## config.mk

```make
export PLATFORM = sky130hd
export DESIGN_NAME = bridge_cfg_space
export DESIGN_NICKNAME = d
export VERILOG_FILES = /design/src/rtl/bridge_cfg_pkg.sv /design/src/rtl/bridge_cfg_lanes.sv /design/src/rtl/bridge_cfg_word.sv /design/src/rtl/bridge_cfg_space.sv
export SDC_FILE = /design/constraint.sdc
export NUM_CORES = 1
export LEC_CHECK = 0
export ABC_AREA = 0
export BUFFER_PORTS_ARGS = -buffer_cell sky130_fd_sc_hd__buf_2
export CAP_MARGIN = 30
export CORE_MARGIN = 8
export CORE_UTILIZATION = 25
export DETAILED_ROUTE_END_ITERATION = 7
export REMOVE_ABC_BUFFERS = 1
export SLEW_MARGIN = 10
export SYNTH_ARGS = -nofsm -noshare
export SYNTH_HDL_FRONTEND = slang
export SYNTH_SLANG_ARGS = --single-unit
```

## constraint.sdc

```tcl
create_clock -name clk -period 2 [get_ports clk]
set_input_delay 0.3 -clock clk [delete_from_list [all_inputs] [get_ports clk]]
set_output_delay 0.3 -clock clk [all_outputs]
set_load 0.01 [all_outputs]
```

## src/rtl/bridge_cfg_pkg.sv

```systemverilog
package bridge_cfg_pkg;

  typedef struct packed {
    logic [31:0] ro;
    logic [31:0] rw;
    logic [31:0] w1c;
  } bit_kind_t;

  localparam int HDR_DWORDS = 16;
  localparam int CAP_DWORDS = 15;

  // Per-dword access kinds; bits absent from all three masks are reserved.
  function automatic bit_kind_t reg_kind(input int idx, input bit cap_en,
                                         input bit no_pref);
    bit_kind_t k;
    k = '0;
    if (idx < HDR_DWORDS) begin
      case (idx)
        0, 2, 4, 5, 14: k.ro = 32'hFFFF_FFFF;
        1: begin
          k.rw  = 32'h0000_0147;
          k.w1c = 32'hF900_0000;
          k.ro  = cap_en ? 32'h0010_0000 : 32'h06B0_02B8;
        end
        3: k.ro = cap_en ? 32'hFFFF_00FF : 32'hFFFF_FFFF;
        6: begin
          k.rw = 32'h00FF_FFFF;
          k.ro = cap_en ? 32'h0000_0000 : 32'hFF00_0000;
        end
        7: begin
          k.rw  = 32'h0000_F0F0;
          k.w1c = 32'hF900_0000;
          k.ro  = cap_en ? 32'h0000_0F0F : 32'h06A0_0F0F;
        end
        8: begin
          k.rw = 32'hFFF0_FFF0;
          k.ro = 32'h000F_000F;
        end
        9: begin
          k.rw = no_pref ? 32'h0 : 32'hFFF0_FFF0;
          k.ro = no_pref ? 32'hFFFF_FFFF : 32'h000F_000F;
        end
        10, 11, 12: k.rw = 32'hFFFF_FFFF;
        13: k.ro = 32'h0000_00FF;
        15: begin
          k.rw  = cap_en ? 32'h004F_00FF : 32'h0B6F_00FF;
          k.ro  = cap_en ? 32'h0000_FF00 : 32'h0080_FF00;
          k.w1c = cap_en ? 32'h0 : 32'h0400_0000;
        end
        default: k = '0;
      endcase
    end else begin
      case (idx - HDR_DWORDS)
        0: k.ro = 32'h7FFF_FFFF;
        1: k.ro = 32'h0000_803F;
        2: begin
          k.rw  = 32'h0000_7FFF;
          k.w1c = 32'h000F_0000;
          k.ro  = 32'h0030_0000;
        end
        3: k.ro = 32'hFF7B_FFFF;
        4: begin
          k.rw  = 32'h0000_CEFB;
          k.ro  = 32'h3FFF_0000;
          k.w1c = 32'hC000_0000;
        end
        5: k.ro = 32'hFFFF_FFFF;
        6: begin
          k.rw  = 32'h0000_7FFF;
          k.w1c = 32'h011F_0000;
          k.ro  = 32'h00E0_0000;
        end
        7: begin
          k.rw = 32'h0000_001F;
          k.ro = 32'h0001_0000;
        end
        8: begin
          k.ro  = 32'h0002_FFFF;
          k.w1c = 32'h0001_0000;
        end
        default: k = '0;
      endcase
    end
    return k;
  endfunction

  function automatic logic [31:0] reg_init(input int idx, input bit cap_en,
                                           input logic [31:0] id_word,
                                           input logic [7:0] rev);
    case (idx)
      0:  return id_word;
      1:  return 32'h0010_0000;
      2:  return {16'h0604, 8'h00, rev};
      3:  return 32'h0001_0010;
      13: return cap_en ? 32'h0000_0040 : 32'h0;
      16: return 32'h0040_0010;
      default: return 32'h0;
    endcase
  endfunction

endpackage

```

## src/rtl/bridge_cfg_lanes.sv

```systemverilog
module bridge_cfg_lanes (
  input  logic [1:0]  addr_lo,
  input  logic [2:0]  size,
  input  logic [31:0] data_in,
  output logic        size_ok,
  output logic [31:0] lane_mask,
  output logic [31:0] lane_data
);
  logic [4:0] sh;
  assign sh = {addr_lo, 3'b000};

  always_comb begin
    size_ok   = 1'b1;
    lane_mask = 32'h0;
    lane_data = data_in << sh;
    case (size)
      3'd1: lane_mask = 32'h0000_00FF << sh;
      3'd2: lane_mask = 32'h0000_FFFF << sh;
      3'd4: begin
        lane_mask = 32'hFFFF_FFFF;
        lane_data = data_in;
      end
      default: size_ok = 1'b0;
    endcase
  end
endmodule

```

## src/rtl/bridge_cfg_word.sv

```systemverilog
module bridge_cfg_word #(
  parameter logic [31:0] RO_M  = 32'h0,
  parameter logic [31:0] RW_M  = 32'h0,
  parameter logic [31:0] W1C_M = 32'h0,
  parameter logic [31:0] INIT  = 32'h0
) (
  input  logic        clk,
  input  logic        rst_n,
  input  logic        we,
  input  logic [31:0] wmask,
  input  logic [31:0] wdata,
  input  logic [31:0] ev_set,
  output logic [31:0] q
);
  localparam logic [31:0] HELD = RW_M | W1C_M;

  logic [31:0] store_q, store_d;
  logic        upd;

  always_comb begin
    store_d = store_q;
    if (we) begin
      store_d = (store_d & ~(RW_M & wmask)) | (wdata & RW_M & wmask);
      store_d = store_d & ~(wdata & W1C_M & wmask);
    end
    // hardware set after software clear: the event survives a collision
    store_d = (store_d | (ev_set & W1C_M)) & HELD;
  end

  assign upd = we | (|ev_set);

  always_ff @(posedge clk or negedge rst_n) begin
    if (!rst_n)   store_q <= INIT & HELD;
    else if (upd) store_q <= store_d;
  end

  assign q = (store_q & HELD) | (INIT & RO_M);
endmodule

```

## src/rtl/bridge_cfg_space.sv

```systemverilog
module bridge_cfg_space #(
  parameter bit          HAS_CAP = 1'b1,
  parameter bit          NO_PREF = 1'b0,
  parameter int          ADDR_W  = 8,
  parameter logic [31:0] ID_WORD = 32'hC0DE_1AB5,
  parameter logic [7:0]  REV     = 8'h02
) (
  input  logic              clk,
  input  logic              rst_n,
  input  logic              req_rd,
  input  logic              req_wr,
  input  logic [ADDR_W-1:0] req_addr,
  input  logic [2:0]        req_size,
  input  logic [31:0]       req_wdata,
  input  logic              ev_valid,
  input  logic [ADDR_W-3:0] ev_idx,
  input  logic [31:0]       ev_bits,
  output logic [31:0]       rsp_rdata,
  output logic              rsp_err
);
  import bridge_cfg_pkg::*;

  localparam int NDW = HAS_CAP ? (HDR_DWORDS + CAP_DWORDS) : HDR_DWORDS;
  localparam int IW  = ADDR_W - 2;

  logic [IW-1:0] idx;
  logic          in_rng, size_ok, wr_en;
  logic [31:0]   lane_mask, lane_data;
  logic [31:0]   words [NDW];
  logic [31:0]   rd_word, rd_fmt, rdata_d;
  logic          err_d;

  assign idx    = req_addr[ADDR_W-1:2];
  assign in_rng = (int'(idx) < NDW);
  assign wr_en  = req_wr & size_ok & in_rng;

  bridge_cfg_lanes u_lanes (
    .addr_lo  (req_addr[1:0]),
    .size     (req_size),
    .data_in  (req_wdata),
    .size_ok  (size_ok),
    .lane_mask(lane_mask),
    .lane_data(lane_data)
  );

  for (genvar g = 0; g < NDW; g++) begin : g_word
    localparam bit_kind_t KIND = reg_kind(g, HAS_CAP, NO_PREF);
    logic        hit_wr;
    logic [31:0] ev_set;
    assign hit_wr = wr_en & (int'(idx) == g);
    assign ev_set = (ev_valid && int'(ev_idx) == g) ? ev_bits : 32'h0;
    bridge_cfg_word #(
      .RO_M (KIND.ro),
      .RW_M (KIND.rw),
      .W1C_M(KIND.w1c),
      .INIT (reg_init(g, HAS_CAP, ID_WORD, REV))
    ) u_word (
      .clk   (clk),
      .rst_n (rst_n),
      .we    (hit_wr),
      .wmask (lane_mask),
      .wdata (lane_data),
      .ev_set(ev_set),
      .q     (words[g])
    );
  end

  always_comb begin
    rd_word = 32'h0;
    for (int i = 0; i < NDW; i++)
      if (int'(idx) == i) rd_word = words[i];
  end

  always_comb begin
    rd_fmt = rd_word >> {req_addr[1:0], 3'b000};
    case (req_size)
      3'd1:    rdata_d = rd_fmt & 32'h0000_00FF;
      3'd2:    rdata_d = rd_fmt & 32'h0000_FFFF;
      3'd4:    rdata_d = rd_word;
      default: rdata_d = 32'h0;
    endcase
    err_d = (req_rd | req_wr) & ~size_ok;
  end

  always_ff @(posedge clk or negedge rst_n) begin
    if (!rst_n) begin
      rsp_rdata <= 32'h0;
      rsp_err   <= 1'b0;
    end else begin
      if (req_rd) rsp_rdata <= rdata_d;
      rsp_err <= err_d;
    end
  end
endmodule

```

==> flow_summary.json, run 1 <==
{
  "fillerInstances": 5965,
  "grt_use_met3": 0.04323,
  "area_growth_syn_to_layout_pct": 40.95,
  "drt-initial-drc-count": 1502,
  "power_leakage_nw": 9.660,
  "ant_nets": 0,
  "hold_viol_final": 0,
  "die_y_um": 259.7,
  "fin_worst_skew_ns": 0.01691,
  "rsz0062_at_grt": "true",
  "grt_usage": 0.1955,
  "gp_congestion": 0.9926,
  "rows": 89,
  "synth_compound_area_frac": 0.2093,
  "die_area_sq_um": 67440,
  "post-place-ws_ns": -1.234,
  "grtUsageMet2": 0.3081,
  "synthSimpleGateAreaFrac": 0.1628,
  "finalCritPeriodShare": 1.051,
  "route.vias.total": 14540,
  "via_per_inst": 5.266,
  "avgRoutedWirePerCell_um": 24.42,
  "synth-edff-count": 0,
  "seqCellArea_sq_um": 7482,
  "cts_tree": "yes",
  "h-tree-depth": 2,
  "path_class": "in2reg",
  "core_area_sq_um": 58910,
  "muxShareOfSynthArea": 0.09110,
  "syn_area_per_cell_sq_um": 9.736,
  "cts_root_buf": "clkbuf_16",
  "required_ns": 2.41,
  "synth_cell_types": 79,
  "nets": 2045,
  "period_needed_ns": 2.103,
  "tightest_slew_ns": 0.6734,
  "syn_area_sq_um": 14850,
  "drt_pass1_iterations": 6,
  "post-route-drc-count": 0,
  "cts.sinks": 299,
  "hold_start": "ev_bits[19]",
  "final.setup.worst_slack_ns": -0.1027,
  "start_util": 0.2520,
  "yosys_warnings": 0,
  "maxSlewHeadroom": 0.5511,
  "ys_ff_latch": 299,
  "status": "finished, violations left",
  "first_global_vias": 14650,
  "async_reset_ff_frac": 1.000,
  "violations": "negative setup slack",
  "end_kind": "flip-flop",
  "clk_pin_slew_ns": 0.05,
  "numCtsBuffers": 35,
  "met1_usage": 0.2586,
  "finalSetupViolCount": 9,
  "clock_tree.buffer_depth": 3,
  "layout-drive-gt1-share": 0.3684,
  "synthCells": 1525,
  "grt_max_degree": 65,
  "dieWidth_um": 259.7,
  "worstPathMaxFanout": 15,
  "port_buffers": 97,
  "power_density_nw_per_um2": 704.8,
  "hpwl_um": 52620,
  "holdPathStages": 2,
  "timing.fmax_mhz": 475.6,
  "grt_busiest_layer": "met2",
  "clk_latency_ns": 0.56,
  "rr_worst_depth": 7,
  "synth_xor_area_frac": 0.001770,
  "hp-class": "in2reg",
  "cp-start-kind": "primary input",
  "slew_viol_final": 0,
  "grt_overflow": 0,
  "multi_input_area_sq_um": 7330,
  "io_pins": 119,
  "critPathArrivalTime_ns": 2.51,
  "yosysSeqAreaShare": 0.5040,
  "startpoint": "req_addr[7]",
  "ir_worst_vdd_mv": 0.5251,
  "drv_cap": 0,
  "antenna_found_initial": 6,
  "power_mw": 14.75,
  "postRouteWirelength_um": 67430,
  "synth_top_family_by_area": "compound AO/OA/AOI/OAI gates",
  "ys.flop_type": "dfrtp_1",
  "grt_pass1_wl_um": 99040,
  "synth_fa_ha_area_frac": 0
}
[timing repair]
action,CTS,global route
hold buffers,9,0
hold endpoints to repair,57,0
gates resized for setup,68,54
cloned,0,2
pin swaps,25,44
endpoints found under the setup margin,28,62
setup buffers,13,9
[kinds of logic (layout without fill, tap and decap cells)]
| kind of cell | Yosys count | count (layout) |
|---|---|---|
| xor+xnor | 3 | 3 |
| flops | 299 | 299 |
| compound gates | 472 | 472 |
| simple gates | 521 | 521 |
| mux | 122 | 122 |
| other cells | 0 | 4 |
| buf+inv | 108 | 567 |
[layer usage]
metal / part of all wire / up-vias
li1: - / 6499
met1: 0.43 / 7265
met2: 0.44 / 627
met3: 0.082 / 147
met4: 0.045 / 2
met5: 0.00018 / -
[cell usage after synthesis, types with 13 or more instances]
cell | n | share of area
mux2i_1 | 17 | 0.011
nor2b_1 | 15 | 0.0063
buf_2 | 29 | 0.0098
a21oi_1 | 61 | 0.021
a22oi_1 | 32 | 0.016
nand3_1 | 29 | 0.0098
o221ai_1 | 19 | 0.011
dfrtp_1 | 299 | 0.50
clkbuf_1 | 62 | 0.016
a22o_1 | 17 | 0.010
o2bb2ai_1 | 17 | 0.010
o21ai_0 | 176 | 0.059
o21ai_1 | 13 | 0.0044
nor2_1 | 73 | 0.018
nor3_1 | 20 | 0.0067
nand2_1 | 284 | 0.072
and3_1 | 20 | 0.0084
a221oi_1 | 16 | 0.0094
or3_1 | 15 | 0.0063
mux2_2 | 102 | 0.077
nand2b_1 | 14 | 0.0059
[report_power, final]
part | total [mW] | internal [mW] | switching [mW]
registers | 6.33 | 6.21 | 0.124
logic | 1.85 | 0.741 | 1.11
clock network | 6.57 | 3.92 | 2.65
total | 14.7 | 10.9 | 3.88
[through the flow]
stage                     std cells  TNS (ns)    util  hold slack (ns)  area (sq um)
after floorplan                1425   -588.45       -         0.004409         14420
after global placement         2662   -126.10  0.3207           0.2747         18890
after detailed placement       2662   -123.65  0.3207           0.2743         18890
after CTS                      2746   -0.1337  0.3489         0.004484         20550
after global routing           2757   -0.4632  0.3551          0.01532         20920
final                          2761   -0.3785  0.3552          0.02451         20930
[critical path: stages]
cell,delay (ns)
buf_12,0.11
buf_12,0.13
nor4b_4,0.29
buf_4,0.19
nand2_1,0.10
buf_8,0.17
buf_4,0.14
nor2_2,0.10
nor2_1,0.05
a222oi_1,0.59
buf_4,0.24
o221ai_2,0.08
[final timing paths]
kind	endpoint	slack [ns]
worst max-delay path	rsp_rdata[5]	-0.10
worst min-delay path	g_word[22].u_word.store_q[19]	0.02
worst max register to register	rsp_rdata[5]	-0.08
worst min register to register	flip-flop	0.47
max in group asynchronous	asynchronous set/reset pin	0.93
min in group asynchronous	g_word[20].u_word.store_q[31]	0.30
[final cells by class]
class | instances | area share
diodes | 4 | 0.0004783
clock buffers | 48 | 0.04801
clock inverters | 14 | 0.007952
inverters | 8 | 0.001435
multi-input cells | 1118 | 0.3503
flip-flops and latches | 299 | 0.3575
well taps | 773 | 0.04622
repair buffers | 497 | 0.1881
[layout by cell type, fill, tap and decap left out, types with 12 or more instances in the layout]
cell	instances
a22o_1	17
dfrtp_1	299
o221ai_1	15
mux2i_1	17
a222oi_1	12
clkbuf_16	37
nand3_1	29
nor2_1	68
a21oi_1	55
nor3_1	20
buf_12	22
nand2_1	280
o21ai_0	173
mux2_2	102
a22oi_1	30
buf_4	351
o2bb2ai_1	16
buf_2	90
and3_1	14
buf_6	20
nor2b_1	13
or3_1	13
No activity file was read; power rests on OpenSTA's default activity.
==> inputs of run 2 (changes only) <==
--- a/config.mk
+++ b/config.mk
@@ -11,6 +11,7 @@
 export CORE_MARGIN = 8
 export CORE_UTILIZATION = 25
 export DETAILED_ROUTE_END_ITERATION = 7
+export PLACE_DENSITY_LB_ADDON = 0.3
 export REMOVE_ABC_BUFFERS = 1
 export SLEW_MARGIN = 10
 export SYNTH_ARGS = -nofsm -noshare
==> run 2 against run 1 <==
Compared with the run above: the flow still finishes with violations (negative setup slack); worst setup slack gained 0.056 ns; utilization increased by 0.087 points; clock-buffer cell count increased by 1; via count is 0.85% lower; first-iteration DRC count shrank 13%; final area up 0.25%; clock skew increased by 0.0094 ns; die area unchanged; register-to-register slack improved by 0.10 ns; non-clock buffer count increased by 11; critical endpoint is now rsp_rdata[10].
==> flow_summary.json, run 2 (synthesis gave the netlist of run 1 again) <==
{
  "clk_pin_slew_ns": 0.06,
  "required_ns": 2.43,
  "post-route-drc-count": 0,
  "port_buffers": 97,
  "die_y_um": 259.7,
  "crit_chain": "buf_8 -> or4b_4 -> buf_8 -> nor2_4 -> buf_12 -> buf_4 -> buf_4 -> a221oi_1 -> o31a_1 -> o21ai_2 -> buf_6 -> o311ai_0 -> nand2_1",
  "area_growth_syn_to_layout_pct": 41.29,
  "via_per_inst": 5.212,
  "drt-initial-drc-count": 1306,
  "tightest_slew_ns": 0.7499,
  "maxSlewHeadroom": 0.5001,
  "antenna_found_initial": 2,
  "hp-class": "in2reg",
  "ant_nets": 0,
  "slew_viol_final": 0,
  "drt_pass1_iterations": 7,
  "cts_tree": "yes",
  "final.setup.worst_slack_ns": -0.04710,
  "grt_overflow": 0,
  "grt_pass1_wl_um": 99290,
  "slowest_stage": "o311ai_0",
  "worstPathMaxFanout": 12,
  "power_mw": 14.66,
  "power_leakage_nw": 9.725,
  "nets": 2056,
  "end_kind": "flip-flop",
  "most-common-layout-cells": "buf_4 (358), dfrtp_1 (299), nand2_1 (280)",
  "fillerInstances": 5973,
  "path_class": "in2reg",
  "cp-start-kind": "primary input",
  "gp_congestion": 0.9569,
  "layout-drive-gt1-share": 0.3640,
  "violations": "negative setup slack",
  "cts.sinks": 299,
  "start_util": 0.2520,
  "finalSetupViolCount": 2,
  "fin_worst_skew_ns": 0.02632,
  "numCtsBuffers": 35,
  "ir_worst_vdd_mv": 0.6704,
  "dieWidth_um": 259.7,
  "hold_viol_final": 0,
  "timing.fmax_mhz": 488.5,
  "die_area_sq_um": 67440,
  "first_global_vias": 14490,
  "avgRoutedWirePerCell_um": 24.36,
  "post-place-ws_ns": -0.8831,
  "h-tree-depth": 2,
  "clock_tree.buffer_depth": 3,
  "clk_latency_ns": 0.56,
  "route.vias.total": 14420,
  "rsz0062_at_grt": "true",
  "power_density_nw_per_um2": 698.7,
  "finalCritPeriodShare": 1.024,
  "hpwl_um": 52510,
  "io_pins": 119,
  "core_area_sq_um": 58910,
  "period_needed_ns": 2.047,
  "grt_max_degree": 72,
  "rows": 89,
  "cts_root_buf": "clkbuf_16",
  "layout_commonest_cell": "buf_4",
  "grt_usage": 0.1966,
  "crit_path_max_incr_delay_ns": 0.36,
  "drv_cap": 0,
  "postRouteWirelength_um": 67380,
  "status": "finished, violations left",
  "critPathArrivalTime_ns": 2.47
}
run 2: final cells by class:
cell class / instances / area [sq um] / area share
well taps: 773 / 967.2 / 0.04611
inverters: 8 / 30.03 / 0.001431
clock buffers: 49 / 991.0 / 0.04724
multi-input cells: 1118 / 7269 / 0.3465
flip-flops and latches: 299 / 7482 / 0.3567
repair buffers: 508 / 4103 / 0.1956
clock inverters: 10 / 132.6 / 0.006322
diodes: 1 / 2.502 / 0.0001193
run 2: path summary, 6_finish.rpt:
path                             start                             to  slack [ns]  cells after the start
max in group asynchronous        rst_n     asynchronous set/reset pin        0.96                      3
setup reg to reg             flip-flop                  rsp_rdata[12]        0.02                      7
setup / recovery           req_addr[3]                  rsp_rdata[10]       -0.05                     13
hold reg to reg              flip-flop                      flip-flop        0.48                      2
hold / removal             ev_bits[16]  g_word[22].u_word.store_q[16]        0.06                      3
min in group asynchronous        rst_n     asynchronous set/reset pin        0.25                      2
run 2: metrics by stage:
| stage | utilization | setup TNS [ns] | instance area [sq um] | hold WS (ns) | cells |
|---|---|---|---|---|---|
| after floorplan | - | -588.45 | 14420 | 0.004409 | 1425 |
| after global routing | 0.3561 | -0.2005 | 20980 | 0.03700 | 2765 |
| after global placement | 0.3244 | -109.87 | 19110 | 0.2370 | 2679 |
| final | 0.3561 | -0.07093 | 20980 | 0.06467 | 2766 |
| after detailed placement | 0.3244 | -111.62 | 19110 | 0.2235 | 2679 |
| after CTS | 0.3500 | -0.0003451 | 20620 | 0.03209 | 2757 |
run 2: layer usage:
metal / GRT usage / vias up / wire length [um]
li1: - / 6501 / -
met1: 0.2692 / 7204 / 29770
met2: 0.3089 / 583 / 30140
met3: 0.03227 / 128 / 4582
met4: 0.07488 / 0 / 2885
met5: 0 / - / 0
run 2: critical path, delay by kind of cell:
kind	cells	cell delay, ns
AOI/OAI and AO/OA	4	0.93
buffers and inverters	6	0.84
and+or+nand+nor	3	0.37
run 2: where the power goes:
group | switching (mW) | leakage (nW) | internal (mW)
Sequential | 0.108 | 4.14 | 6.20
Clock | 2.62 | 0.553 | 3.84
Combinational | 1.11 | 5.03 | 0.765
Total | 3.84 | 9.72 | 10.8
run 2: what timing repair did:
item                       4_1_cts  5_1_grt
gates resized for setup         48       60
setup endpoints to repair       22       19
cloned                           0        3
hold endpoints to repair        57        0
pin swaps                        9       32
buffers inserted                 6        7
hold buffers                    13        0
